--- src/rtl/dsm_fe_pkg.sv ---
package dsm_fe_pkg;
   typedef enum logic [1:0] {
      CKM_DRIVE = 2'd0,
      CKM_SENSE = 2'd1,
      CKM_CMPFB = 2'd2,
      CKM_RSVD  = 2'd3
   } ckm_e;

   // accumulator width that holds rmax**order without loss
   function automatic int cic_width(input int rmax, input int order);
      return order * $clog2(rmax) + 1;
   endfunction
endpackage

--- src/rtl/dsm_fe_clk.sv ---
module dsm_fe_clk
   import dsm_fe_pkg::*;
#(
   parameter int NCH   = 4,
   parameter int DIV_W = 8
) (
   input  logic             clk,
   input  logic             rst_n,
   input  logic             ext_mod,
   input  logic [1:0]       clk_mode,
   input  logic             clk_pol,
   input  logic             dat_pol,
   input  logic [DIV_W-1:0] clk_div,
   input  logic [NCH-1:0]   mdat_i,
   input  logic             mclk_i,
   output logic             bit_en,
   output logic [NCH-1:0]   bits,
   output logic [NCH-1:0]   mclk_o,
   output logic             mclk_oe
);
   if (DIV_W < 2) begin : g_chk_div
      $error("DIV_W must be at least 2");
   end

   ckm_e             mode;
   logic [DIV_W-1:0] div_eff, half, cnt;
   logic             wrap, ck_lvl, tick, sense_tick;
   logic [NCH-1:0]   ds1, ds2, fb_q, bits_q;
   logic [2:0]       cs;
   logic             en_q;

   always_comb begin
      mode    = (clk_mode == 2'd3) ? CKM_DRIVE : ckm_e'(clk_mode);
      div_eff = (clk_div < DIV_W'(2)) ? DIV_W'(2) : clk_div;
      half    = div_eff >> 1;
      wrap    = (cnt >= div_eff - 1'b1);
      ck_lvl  = (cnt >= half) ^ clk_pol;
      sense_tick = clk_pol ? (~cs[1] & cs[2]) : (cs[1] & ~cs[2]);
      if (!ext_mod)                tick = 1'b1;
      else if (mode == CKM_SENSE)  tick = sense_tick;
      else                         tick = wrap;
   end

   always_ff @(posedge clk or negedge rst_n) begin
      if (!rst_n) begin
         cnt    <= '0;
         cs     <= '0;
         ds1    <= '0;
         ds2    <= '0;
         fb_q   <= '0;
         bits_q <= '0;
         en_q   <= 1'b0;
      end else begin
         cnt  <= wrap ? '0 : cnt + 1'b1;
         cs   <= {cs[1:0], mclk_i};
         ds1  <= mdat_i;
         ds2  <= ds1;
         en_q <= tick;
         if (tick) begin
            fb_q   <= ds2;
            bits_q <= ds2 ^ {NCH{dat_pol}};
         end
      end
   end

   assign bit_en  = en_q;
   assign bits    = bits_q;
   assign mclk_o  = (ext_mod && mode == CKM_CMPFB) ? fb_q : {NCH{ck_lvl}};
   assign mclk_oe = ext_mod && (mode != CKM_SENSE);

   // a sensed clock edge cannot repeat on the next cycle
   p_sense_single_r8: assert property (@(posedge clk) disable iff (!rst_n)
      (ext_mod && mode == CKM_SENSE && tick) |=> !tick);
   // divided clock yields at most one bit per two cycles
   p_drive_gap_r7: assert property (@(posedge clk) disable iff (!rst_n)
      (ext_mod && mode == CKM_DRIVE && tick) |=> !tick);
   // feedback pin only moves after a capture tick
   p_fb_hold_r9: assert property (@(posedge clk) disable iff (!rst_n)
      (ext_mod && mode == CKM_CMPFB && !$past(tick)) |-> $stable(fb_q));
endmodule

--- src/rtl/dsm_fe_cic.sv ---
module dsm_fe_cic #(
   parameter int ORDER = 3,
   parameter int W     = 16,
   parameter int OUT_W = 16
) (
   input  logic             clk,
   input  logic             rst_n,
   input  logic             en,
   input  logic             bit_i,
   input  logic             dec,
   output logic [OUT_W-1:0] out_o
);
   if (ORDER < 1) begin : g_chk_order
      $error("ORDER must be at least 1");
   end

   logic [W-1:0]     acc [ORDER];
   logic [W-1:0]     dly [ORDER];
   logic [W-1:0]     cs  [ORDER+1];
   logic [OUT_W-1:0] out_q, out_sel;

   assign cs[0] = acc[ORDER-1];
   for (genvar k = 0; k < ORDER; k++) begin : g_comb
      assign cs[k+1] = cs[k] - dly[k];
   end

   if (W <= OUT_W) begin : g_wide_out
      assign out_sel = OUT_W'(cs[ORDER]);
   end else begin : g_trunc_out
      assign out_sel = cs[ORDER][W-1 -: OUT_W];
   end

   always_ff @(posedge clk or negedge rst_n) begin
      if (!rst_n) begin
         for (int k = 0; k < ORDER; k++) begin
            acc[k] <= '0;
            dly[k] <= '0;
         end
         out_q <= '0;
      end else begin
         if (en) begin
            acc[0] <= acc[0] + W'(bit_i);
            for (int k = 1; k < ORDER; k++) acc[k] <= acc[k] + acc[k-1];
         end
         if (dec) begin
            for (int k = 0; k < ORDER; k++) dly[k] <= cs[k];
            out_q <= out_sel;
         end
      end
   end

   assign out_o = out_q;

   // decimation only happens on a cycle that delivers a bit
   p_dec_with_bit_r2: assert property (@(posedge clk) disable iff (!rst_n)
      dec |-> en);
endmodule

--- src/rtl/dsm_fe_group.sv ---
module dsm_fe_group #(
   parameter int NG    = 2,
   parameter int RMAX  = 32,
   parameter int RW    = 6,
   parameter int OUT_W = 16,
   parameter int ORDER = 3
) (
   input  logic                clk,
   input  logic                rst_n,
   input  logic                en,
   input  logic [NG-1:0]       bits_i,
   input  logic [RW-1:0]       ratio_i,
   output logic [NG*OUT_W-1:0] smp_o,
   output logic                vld_o
);
   localparam int W = dsm_fe_pkg::cic_width(RMAX, ORDER);

   if (RW < $clog2(RMAX + 1)) begin : g_chk_rw
      $error("RW too narrow for RMAX");
   end
   if (RMAX < 2) begin : g_chk_rmax
      $error("RMAX must be at least 2");
   end

   logic [RW-1:0] r_eff, cnt;
   logic          dec, vld_q;

   always_comb begin
      if (ratio_i < RW'(2))         r_eff = RW'(2);
      else if (ratio_i > RW'(RMAX)) r_eff = RW'(RMAX);
      else                          r_eff = ratio_i;
      dec = en && (cnt >= r_eff - 1'b1);
   end

   always_ff @(posedge clk or negedge rst_n) begin
      if (!rst_n) begin
         cnt   <= '0;
         vld_q <= 1'b0;
      end else begin
         vld_q <= dec;
         if (en) cnt <= dec ? '0 : cnt + 1'b1;
      end
   end

   for (genvar g = 0; g < NG; g++) begin : g_ch
      dsm_fe_cic #(.ORDER(ORDER), .W(W), .OUT_W(OUT_W)) u_cic (
         .clk   (clk),
         .rst_n (rst_n),
         .en    (en),
         .bit_i (bits_i[g]),
         .dec   (dec),
         .out_o (smp_o[g*OUT_W +: OUT_W])
      );
   end

   assign vld_o = vld_q;

   // strobe is a single-cycle pulse since the ratio is at least 2
   p_vld_pulse_r3: assert property (@(posedge clk) disable iff (!rst_n)
      vld_o |=> !vld_o);
   // a strobe follows a cycle that carried a bit
   p_vld_after_bit_r4: assert property (@(posedge clk) disable iff (!rst_n)
      vld_o |-> $past(en));
endmodule

--- src/rtl/dsm_frontend.sv ---
module dsm_frontend #(
   parameter int NA    = 2,
   parameter int NB    = 2,
   parameter int OUT_W = 16,
   parameter int RMAX  = 32,
   parameter int DIV_W = 8,
   parameter int RW    = $clog2(RMAX + 1),
   parameter int XW    = (NA > 1) ? $clog2(NA) : 1
) (
   input  logic                     clk,
   input  logic                     rst_n,
   input  logic                     cfg_ext_mod,
   input  logic [1:0]               cfg_clk_mode,
   input  logic                     cfg_clk_pol,
   input  logic                     cfg_dat_pol,
   input  logic [DIV_W-1:0]         cfg_clk_div,
   input  logic [RW-1:0]            cfg_ratio_a,
   input  logic [RW-1:0]            cfg_ratio_b,
   input  logic                     ext_we,
   input  logic [XW-1:0]            ext_idx,
   input  logic [OUT_W-1:0]         ext_data,
   input  logic                     ext_sel,
   input  logic [NA+NB-1:0]         mdat_i,
   input  logic                     mclk_i,
   output logic [NA+NB-1:0]         mclk_o,
   output logic                     mclk_oe,
   output logic [(NA+NB)*OUT_W-1:0] raw_o,
   output logic [NA*OUT_W-1:0]      smp_o,
   output logic                     vld_a,
   output logic                     vld_b
);
   localparam int NCH = NA + NB;

   if (NA < 1 || NB < 1) begin : g_chk_groups
      $error("each group needs at least one channel");
   end

   logic              bit_en;
   logic [NCH-1:0]    bits;
   logic [OUT_W-1:0]  ext_q [NA];

   dsm_fe_clk #(.NCH(NCH), .DIV_W(DIV_W)) u_clk (
      .clk      (clk),
      .rst_n    (rst_n),
      .ext_mod  (cfg_ext_mod),
      .clk_mode (cfg_clk_mode),
      .clk_pol  (cfg_clk_pol),
      .dat_pol  (cfg_dat_pol),
      .clk_div  (cfg_clk_div),
      .mdat_i   (mdat_i),
      .mclk_i   (mclk_i),
      .bit_en   (bit_en),
      .bits     (bits),
      .mclk_o   (mclk_o),
      .mclk_oe  (mclk_oe)
   );

   dsm_fe_group #(.NG(NA), .RMAX(RMAX), .RW(RW), .OUT_W(OUT_W)) u_grp_a (
      .clk     (clk),
      .rst_n   (rst_n),
      .en      (bit_en),
      .bits_i  (bits[NA-1:0]),
      .ratio_i (cfg_ratio_a),
      .smp_o   (raw_o[NA*OUT_W-1:0]),
      .vld_o   (vld_a)
   );

   dsm_fe_group #(.NG(NB), .RMAX(RMAX), .RW(RW), .OUT_W(OUT_W)) u_grp_b (
      .clk     (clk),
      .rst_n   (rst_n),
      .en      (bit_en),
      .bits_i  (bits[NCH-1:NA]),
      .ratio_i (cfg_ratio_b),
      .smp_o   (raw_o[NCH*OUT_W-1:NA*OUT_W]),
      .vld_o   (vld_b)
   );

   always_ff @(posedge clk or negedge rst_n) begin
      if (!rst_n) begin
         for (int i = 0; i < NA; i++) ext_q[i] <= '0;
      end else if (ext_we && (int'(ext_idx) < NA)) begin
         ext_q[ext_idx] <= ext_data;
      end
   end

   for (genvar i = 0; i < NA; i++) begin : g_mux
      assign smp_o[i*OUT_W +: OUT_W] = ext_sel ? ext_q[i] : raw_o[i*OUT_W +: OUT_W];
   end

   // with bypass held and no write, the routed words do not move
   p_bypass_hold_r10: assert property (@(posedge clk) disable iff (!rst_n)
      (ext_sel && $past(ext_sel) && !$past(ext_we)) |-> $stable(smp_o));
endmodule

--- config.mk ---
export PLATFORM = sky130hd
export DESIGN_NAME = dsm_frontend
export DESIGN_NICKNAME = d
export VERILOG_FILES = /design/src/rtl/dsm_fe_pkg.sv /design/src/rtl/dsm_fe_clk.sv /design/src/rtl/dsm_fe_cic.sv /design/src/rtl/dsm_fe_group.sv /design/src/rtl/dsm_frontend.sv
export SDC_FILE = /design/constraint.sdc
export NUM_CORES = 1
export LEC_CHECK = 0
export BUFFER_PORTS_ARGS = -buffer_cell sky130_fd_sc_hd__buf_2
export CAP_MARGIN = 20
export CORE_MARGIN = 2
export CORE_UTILIZATION = 60
export CTS_BUF_LIST = sky130_fd_sc_hd__clkbuf_8
export CTS_CLUSTER_SIZE = 28
export DETAILED_ROUTE_END_ITERATION = 10
export GPL_ROUTABILITY_DRIVEN = 1
export HOLD_SLACK_MARGIN = 0.08
export PLACE_DENSITY_LB_ADDON = 0.1
export SLEW_MARGIN = 20
export SYNTH_ARGS = -nofsm -noshare
export SYNTH_HDL_FRONTEND = slang
export SYNTH_SLANG_ARGS = --single-unit
export TNS_END_PERCENT = 10
--- constraint.sdc ---
create_clock -name clk -period 10 [get_ports clk]
set_input_delay 1 -clock clk [delete_from_list [all_inputs] [get_ports clk]]
set_output_delay 1 -clock clk [all_outputs]
set_load 0.01 [all_outputs]
==> run_results.csv, run 1 <==
group,metric,value,unit
global_route,grt_pass1_wl,117900,microns
sta,max_freq,182.2,MHz
floorplanning,num_io_pins,154,
yosys,async_reset_ff_frac,1.000,
route,vias,25600,
yosys,yosysSeqAreaShare,0.3815,
yosys,synth.ff_latch_count,522,
sta,relSlewSlack,0.3711,
finish,mostFrequentLayoutCell,"dfrtp_1",
worst_setup_path,start_kind,"flop",
yosys,synth_cells,3685,
run_status,status,"finished clean",
yosys,synth_top_cell_by_area,"dfrtp_1",
worst_setup_path,cp_max_fo,4,
sta,worst_pin_slew,0.9433,ns
sta,hold_viol_final,0,
finish,nets,4264,
yosys,synth_warnings,0,
worst_hold_path,min_path_type,"reg2reg",
yosys,synth_top_area_frac,0.3815,
yosys,synth-edff-count,0,
sta,period_share,0.5489,
finish,fillers,4756,
placed_design,gp_congestion,0.8264,
yosys,syn_area_per_cell,9.292,sq um
finish,diodes,0,
yosys,syn-cell-area,34240,sq um
worst_setup_path,path_class,"reg2reg",
finish,area_delta_synth_final,9.837,%
route,routed_wl,66720,microns
placed_design,dpl.hpwl,47810,microns
cts,cts_resized,0,
cts,cts_tree,"yes",
floorplanning,fp.dieArea,59000,sq um
cts,holdBufCountCts,0,
global_route,grt_pass1_vias,25050,
worst_setup_path,end_kind,"flop",
cts,clockRootBuffer,"clkbuf_8",
worst_setup_path,critPathArrivalTime,5.99,ns
worst_setup_path,crit_start,"u_grp_a.g_ch[1].u_cic.acc[0]",
worst_setup_path,reg2reg_depth,26,
global_route,antenna_found_initial,0,
sta,maxSlewViolCount,0,
placed_design,port_buffers,153,
global_route,grt_start_max_net_pins,159,
cts,clkLatencyLatePin,0.66,ns
sta,whs,0.3468,ns
yosys,synth_top_family_by_area,"compound AO/OA/AOI/OAI gates",
yosys,synth_compound_area_frac,0.1724,
yosys,synth_xor_area_frac,0.07524,
sta,setup_tns,0,ns
flow_run,cap_violations,0,
yosys,synth_cell_type_count,78,
global_route,grt_usage,0.2331,
placed_design,place_inst,4515,
route,drt-vias-per-instance,5.477,
sta,finalCriticalPeriod,5.489,ns
yosys,synth-simple-area-share,0.1335,
floorplanning,start_util,0.6073,
yosys,ys_top_cells_by_area,"dfrtp_1 38%, ha_1 12%, xnor2_1 5.5%, nand2_1 4.8%, mux2_2 4.6%",
route,drt-initial-drc-count,1238,
yosys,synth_adder_area_share,0.1363,
route,drt_first_pass_iters,5,
cts,cts_buffers,91,
sta,finalSetupViolations,0,
finish,final_cell_mix,"521 x dfrtp_1, 439 x nand2_1, 351 x inv_1, 341 x ha_1, 240 x o21ai_1",
floorplanning,fp.dieH,242.9,microns
worst_hold_path,worstHoldStart,"u_clk.cs[0]",
cts,cts_max_path_buffers,3,
sta,rsz0062_at_grt,"false",
cts,h-tree-depth,3,
floorplanning,die_w,242.9,microns
cts,clock_sinks,522,
floorplanning,num_rows,87,
worst_setup_path,worstReg2RegStart,"u_grp_a.g_ch[1].u_cic.acc[0]",
worst_hold_path,hold_depth,0,
finish,fin_cells,4675,
global_route,grt.overflow.total,0,
route,drc,0,
route,detail-route-antenna-nets,0,
floorplanning,core,56390,sq um
worst_setup_path,worstPathRequired,10.50,ns
yosys,synth.area.mux_share,0.05415,
cts,postCtsSetupRepairBufs,0,
route,routedWlPerCell,14.27,microns
yosys,ys.flop_type,"dfrtp_1",
cts,path_clk_slew,0.06,ns
sta,clock_skew,0.01945,ns
finish,drive_above_1_share,0.1309,
## cell type report
class / instances / area (sq um) / area share
timing repair buffer: 166 / 889.6 / 0.02365
tap: 756 / 945.9 / 0.02515
sequential: 522 / 13070 / 0.3474
inverter: 334 / 1261 / 0.03353
multi-input combinational: 2737 / 19590 / 0.5208
clock inverter: 37 / 166.4 / 0.004425
clock buffer: 123 / 1693 / 0.04501
## sequential cells by signal, indices dropped and copies added, names as in the netlist
signal / cells
u_grp_a.cnt: 6
u_clk.ds2: 4
u_clk.cs: 3
u_grp_a.g_ch.u_cic.acc: 96
u_grp_a.g_ch.u_cic.out_o: 32
u_clk.fb_q: 4
u_grp_b.cnt: 6
u_grp_b.g_ch.u_cic.dly: 96
u_clk.ds1: 4
u_clk.cnt: 8
u_clk.bits: 4
u_grp_b.g_ch.u_cic.out_o: 32
u_grp_a.g_ch.u_cic.dly: 96
u_clk.bit_en: 1
u_grp_b.vld_o: 1
u_grp_a.vld_o: 1
ext_q: 32
u_grp_b.g_ch.u_cic.acc: 96
## worst max-delay path, cell delays in order, from the launching register on
cell       delay, ns
dfrtp_1         0.38
inv_1           0.09
ha_1            0.16
inv_1           0.06
fa_1            0.46
a21o_1          0.18
a21oi_1         0.21
o21bai_1        0.09
a21oi_1         0.23
o21bai_1        0.09
a21oi_1         0.33
o21bai_1        0.10
a21oi_1         0.18
xnor2_1         0.17
ha_1            0.30
o21ai_0         0.17
nand2b_1        0.11
a211oi_1        0.25
nor2_1          0.07
o41ai_1         0.09
xnor2_1         0.19
ha_1            0.31
and3_1          0.22
a2111oi_0       0.45
o211ai_1        0.17
xnor3_1         0.24
o21ai_1         0.06
## final timing paths
kind,end,slack [ns]
setup / recovery,u_grp_a.g_ch[1].u_cic.out_o[15],4.51
hold / removal,u_clk.cs[1],0.35
setup reg to reg,u_grp_a.g_ch[1].u_cic.out_o[15],4.51
hold reg to reg,u_clk.cs[1],0.35
max in group asynchronous,u_grp_a.g_ch[0].u_cic.acc[33],7.68
min in group asynchronous,ext_q[2],0.39
## synthesized netlist by cell type, drive strengths merged (7+ instances only)
| master | n |
|---|---|
| nor4 | 10 |
| nor2 | 204 |
| and3 | 30 |
| xor2 | 75 |
| nor2b | 35 |
| o31ai | 55 |
| clkbuf | 52 |
| a2111oi | 9 |
| ha | 341 |
| inv | 334 |
| dfrtp | 522 |
| and2 | 11 |
| o311a | 8 |
| xnor2 | 214 |
| nor3 | 64 |
| o41ai | 20 |
| nand4 | 18 |
| a21o | 69 |
| a21oi | 170 |
| o2111ai | 20 |
| mux2 | 154 |
| or2 | 21 |
| o31a | 12 |
| nand2 | 441 |
| a41oi | 8 |
| buf | 41 |
| a21boi | 33 |
| o211ai | 13 |
| mux2i | 12 |
| nand3 | 92 |
| or3 | 32 |
| o21bai | 36 |
| o21a | 39 |
| a211oi | 20 |
| nand2b | 27 |
| fa | 20 |
| a31oi | 20 |
| nor3b | 7 |
| o21ai | 350 |
## per-layer routing
metal	vias to the layer above	share of wire	track usage	routed length, microns
met5	-	0	0	0
met2	307	0.44	0.3607	29110
met1	11960	0.52	0.3448	34360
li1	13260	-	-	-
met4	0	0.015	0.05955	1034
met3	81	0.033	0.03317	2218
## cell families after synthesis
family                   Yosys count
other                              1
AO/OA/AOI/OAI                    908
XOR/XNOR                         291
AND/OR/NAND/NOR                 1009
buffers and inverters            427
multiplexers                     166
adder cells (fa/ha/maj)          361
flip-flops                       522
## per-stage QoR
| stage | utilization | setup slack, ns | area, sq um |
|---|---|---|---|
| 6_report | 0.6670 | 4.511 | 37610 |
| 3_5_place_dp | 0.6340 | 4.491 | 35750 |
| 4_1_cts | 0.6669 | 4.459 | 37610 |
| 5_1_grt | 0.6670 | 4.002 | 37610 |
| 2_1_floorplan | - | 5.174 | 34250 |
| 3_3_place_gp | 0.6340 | 4.692 | 35750 |
Power of run 1 is not shown: default switching activity piles up to over one toggle a cycle in this logic, so the estimate is an artifact.
==> inputs of run 2 (changes only) <==
==> constraint.sdc (replaced) <==
create_clock -name clk -period 5.1 [get_ports clk]
set_input_delay 0.51 -clock clk [delete_from_list [all_inputs] [get_ports clk]]
set_output_delay 0.51 -clock clk [all_outputs]
set_load 0.01 [all_outputs]
==> run_results.csv, run 2 (same netlist as run 1, synthesis figures left out) <==
group,metric,value,unit
cts,cts_buffers,91,
cts,clockRootBuffer,"clkbuf_8",
sta,maxSlewViolCount,0,
worst_setup_path,critPathArrivalTime,5.40,ns
global_route,gr-usage-met1,0.3300,
floorplanning,num_rows,87,
route,detail-route-antenna-nets,0,
worst_setup_path,rrSetupSlack,0.23,ns
flow_run,cap_violations,0,
finish,mostFrequentLayoutCell,"dfrtp_1",
cts,cts_tree,"yes",
route,vias,25740,
sta,clock_skew,0.02291,ns
finish,final_cell_mix,"521 x dfrtp_1, 439 x nand2_1, 366 x inv_1, 340 x ha_1, 242 x o21ai_1",
placed_design,gp_congestion,0.8380,
cts,cts_max_path_buffers,3,
placed_design,port_buffers,153,
global_route,grt_start_max_net_pins,133,
floorplanning,start_util,0.6073,
global_route,grt_pass1_wl,115900,microns
floorplanning,core,56390,sq um
global_route,antenna_found_initial,0,
worst_setup_path,cp_max_fo,4,
sta,final.setup.worst_slack,0.2332,ns
floorplanning,fp.dieArea,59000,sq um
worst_setup_path,crit_top_cell,"xnor2_1",
worst_setup_path,path_buf_inv,2,
floorplanning,fp.dieH,242.9,microns
finish,fillers,4681,
floorplanning,die_w,242.9,microns
route,routed_wl,66490,microns
route,drt_first_pass_iters,5,
worst_hold_path,min_path_type,"in2reg",
sta,worst_pin_slew,0.7702,ns
worst_setup_path,critPathMaxStageDelay,0.40,ns
worst_setup_path,critPathSlowestCell,"fa_1",
placed_design,dpl.hpwl,47680,microns
cts,clkLatencyLatePin,0.67,ns
route,routedWlPerCell,14.05,microns
cts,h-tree-depth,3,
worst_setup_path,cp_top_family,"compound AO/OA/AOI/OAI gates",
sta,period_share,0.9543,
finish,drive_above_1_share,0.1439,
global_route,gr-usage-met3,0.03505,
worst_setup_path,start_kind,"flop",
sta,hold_viol_final,0,
sta,finalCriticalPeriod,4.867,ns
sta,finalSetupViolations,0,
floorplanning,num_io_pins,154,
finish,nets,4316,
route,drt-vias-per-instance,5.437,
global_route,grt_pass1_vias,24740,
placed_design,pre_cts_slack,-0.009959,ns
route,drt-initial-drc-count,1363,
cts,path_clk_slew,0.06,ns
finish,area_delta_synth_final,11.80,%
sta,relSlewSlack,0.4866,
sta,max_freq,205.5,MHz
global_route,grt.overflow.total,0,
worst_setup_path,end_kind,"flop",
global_route,grt_most_used_layer,"met2",
global_route,grt_usage,0.2290,
route,drc,0,
worst_setup_path,worstPathRequired,5.63,ns
worst_setup_path,path_class,"reg2reg",
cts,clock_sinks,522,
sta,rsz0062_at_grt,"true",
global_route,grt_use_met2,0.3634,
run_status,status,"finished clean",
## run 2: changes by cell type in the layout (fill, tap and decap cells not counted), sizes merged
cell         previous run  this run
inv                   355       371
clkbuf                123       118
clkinvlp                3         1
clkinv                 13         7
diode                   0         2
buf                   166       201
dlygate4sd3             0        17
bufinv                  0         1
## run 2: path summary, 6_finish.rpt
kind                                               from                               to  depth (start not counted)
max                        u_grp_b.g_ch[1].u_cic.acc[0]  u_grp_b.g_ch[1].u_cic.out_o[15]                         26
min                                        ext_data[11]                        ext_q[27]                          2
max reg2reg                u_grp_b.g_ch[1].u_cic.acc[0]  u_grp_b.g_ch[1].u_cic.out_o[15]                         26
min reg2reg                                 u_clk.cs[0]                      u_clk.cs[1]                          0
max in group asynchronous                         rst_n   u_grp_b.g_ch[0].u_cic.out_o[6]                          3
min in group asynchronous                         rst_n                        ext_q[22]                          2
## run 2: final cells by class
cell class	instances	area [sq um]	share of cell area
clock inverters	46	216.5	0.005655
repair buffers	218	1394	0.03641
diodes	2	5.005	0.0001307
flip-flops and latches	522	13070	0.3413
well taps	756	945.9	0.02471
inverters	334	1261	0.03295
clock buffers	118	1624	0.04243
multi-input cells	2737	19770	0.5164
## run 2: worst register-to-register path, stage by stage, from the launching register on
cell      delay [ns]
dfrtp_1         0.38
inv_1           0.09
ha_1            0.16
inv_2           0.04
fa_1            0.40
a21o_1          0.19
a21oi_2         0.14
o21bai_1        0.09
a21oi_2         0.16
o21ai_1         0.11
a211oi_2        0.28
nor2_2          0.08
nor2_1          0.11
xnor2_1         0.15
ha_1            0.30
or2_2           0.35
a21o_1          0.19
o41ai_1         0.08
xnor2_1         0.16
ha_1            0.33
and2_1          0.14
o21ai_1         0.15
o311ai_2        0.12
a21oi_1         0.17
xnor2_1         0.15
xnor2_1         0.14
o21ai_1         0.07
## run 2: per-stage QoR
step                      hold WS [ns]    util   TNS (ns)  cell area, sq um  cells
final                           0.1324  0.6789          0             38280   4733
after global routing           0.09733  0.6788    -0.5055             38280   4731
after CTS                      0.08354  0.6739          0             38000   4716
after detailed placement        0.3363  0.6380  -0.009959             35970   4535
after global placement          0.3340  0.6380          0             35970   4535
after floorplan                 0.2144       -          0             34250   3686
## run 2: timing repair
action | CTS | global route
buffers inserted | 0 | 15
endpoints found under the setup margin | 3 | 12
hold buffers | 17 | 0
hold endpoints to repair | 75 | 0
gates resized for setup | 3 | 39
pin swaps | 0 | 29
## run 2: per-layer routing
| layer | wire length [microns] | part of all wire |
|---|---|---|
| met4 | 1374 | 0.021 |
| met2 | 29330 | 0.44 |
| met1 | 33860 | 0.51 |
| met3 | 1918 | 0.029 |
| met5 | 0 | 0 |
Power of run 2 is left out for the same reason.
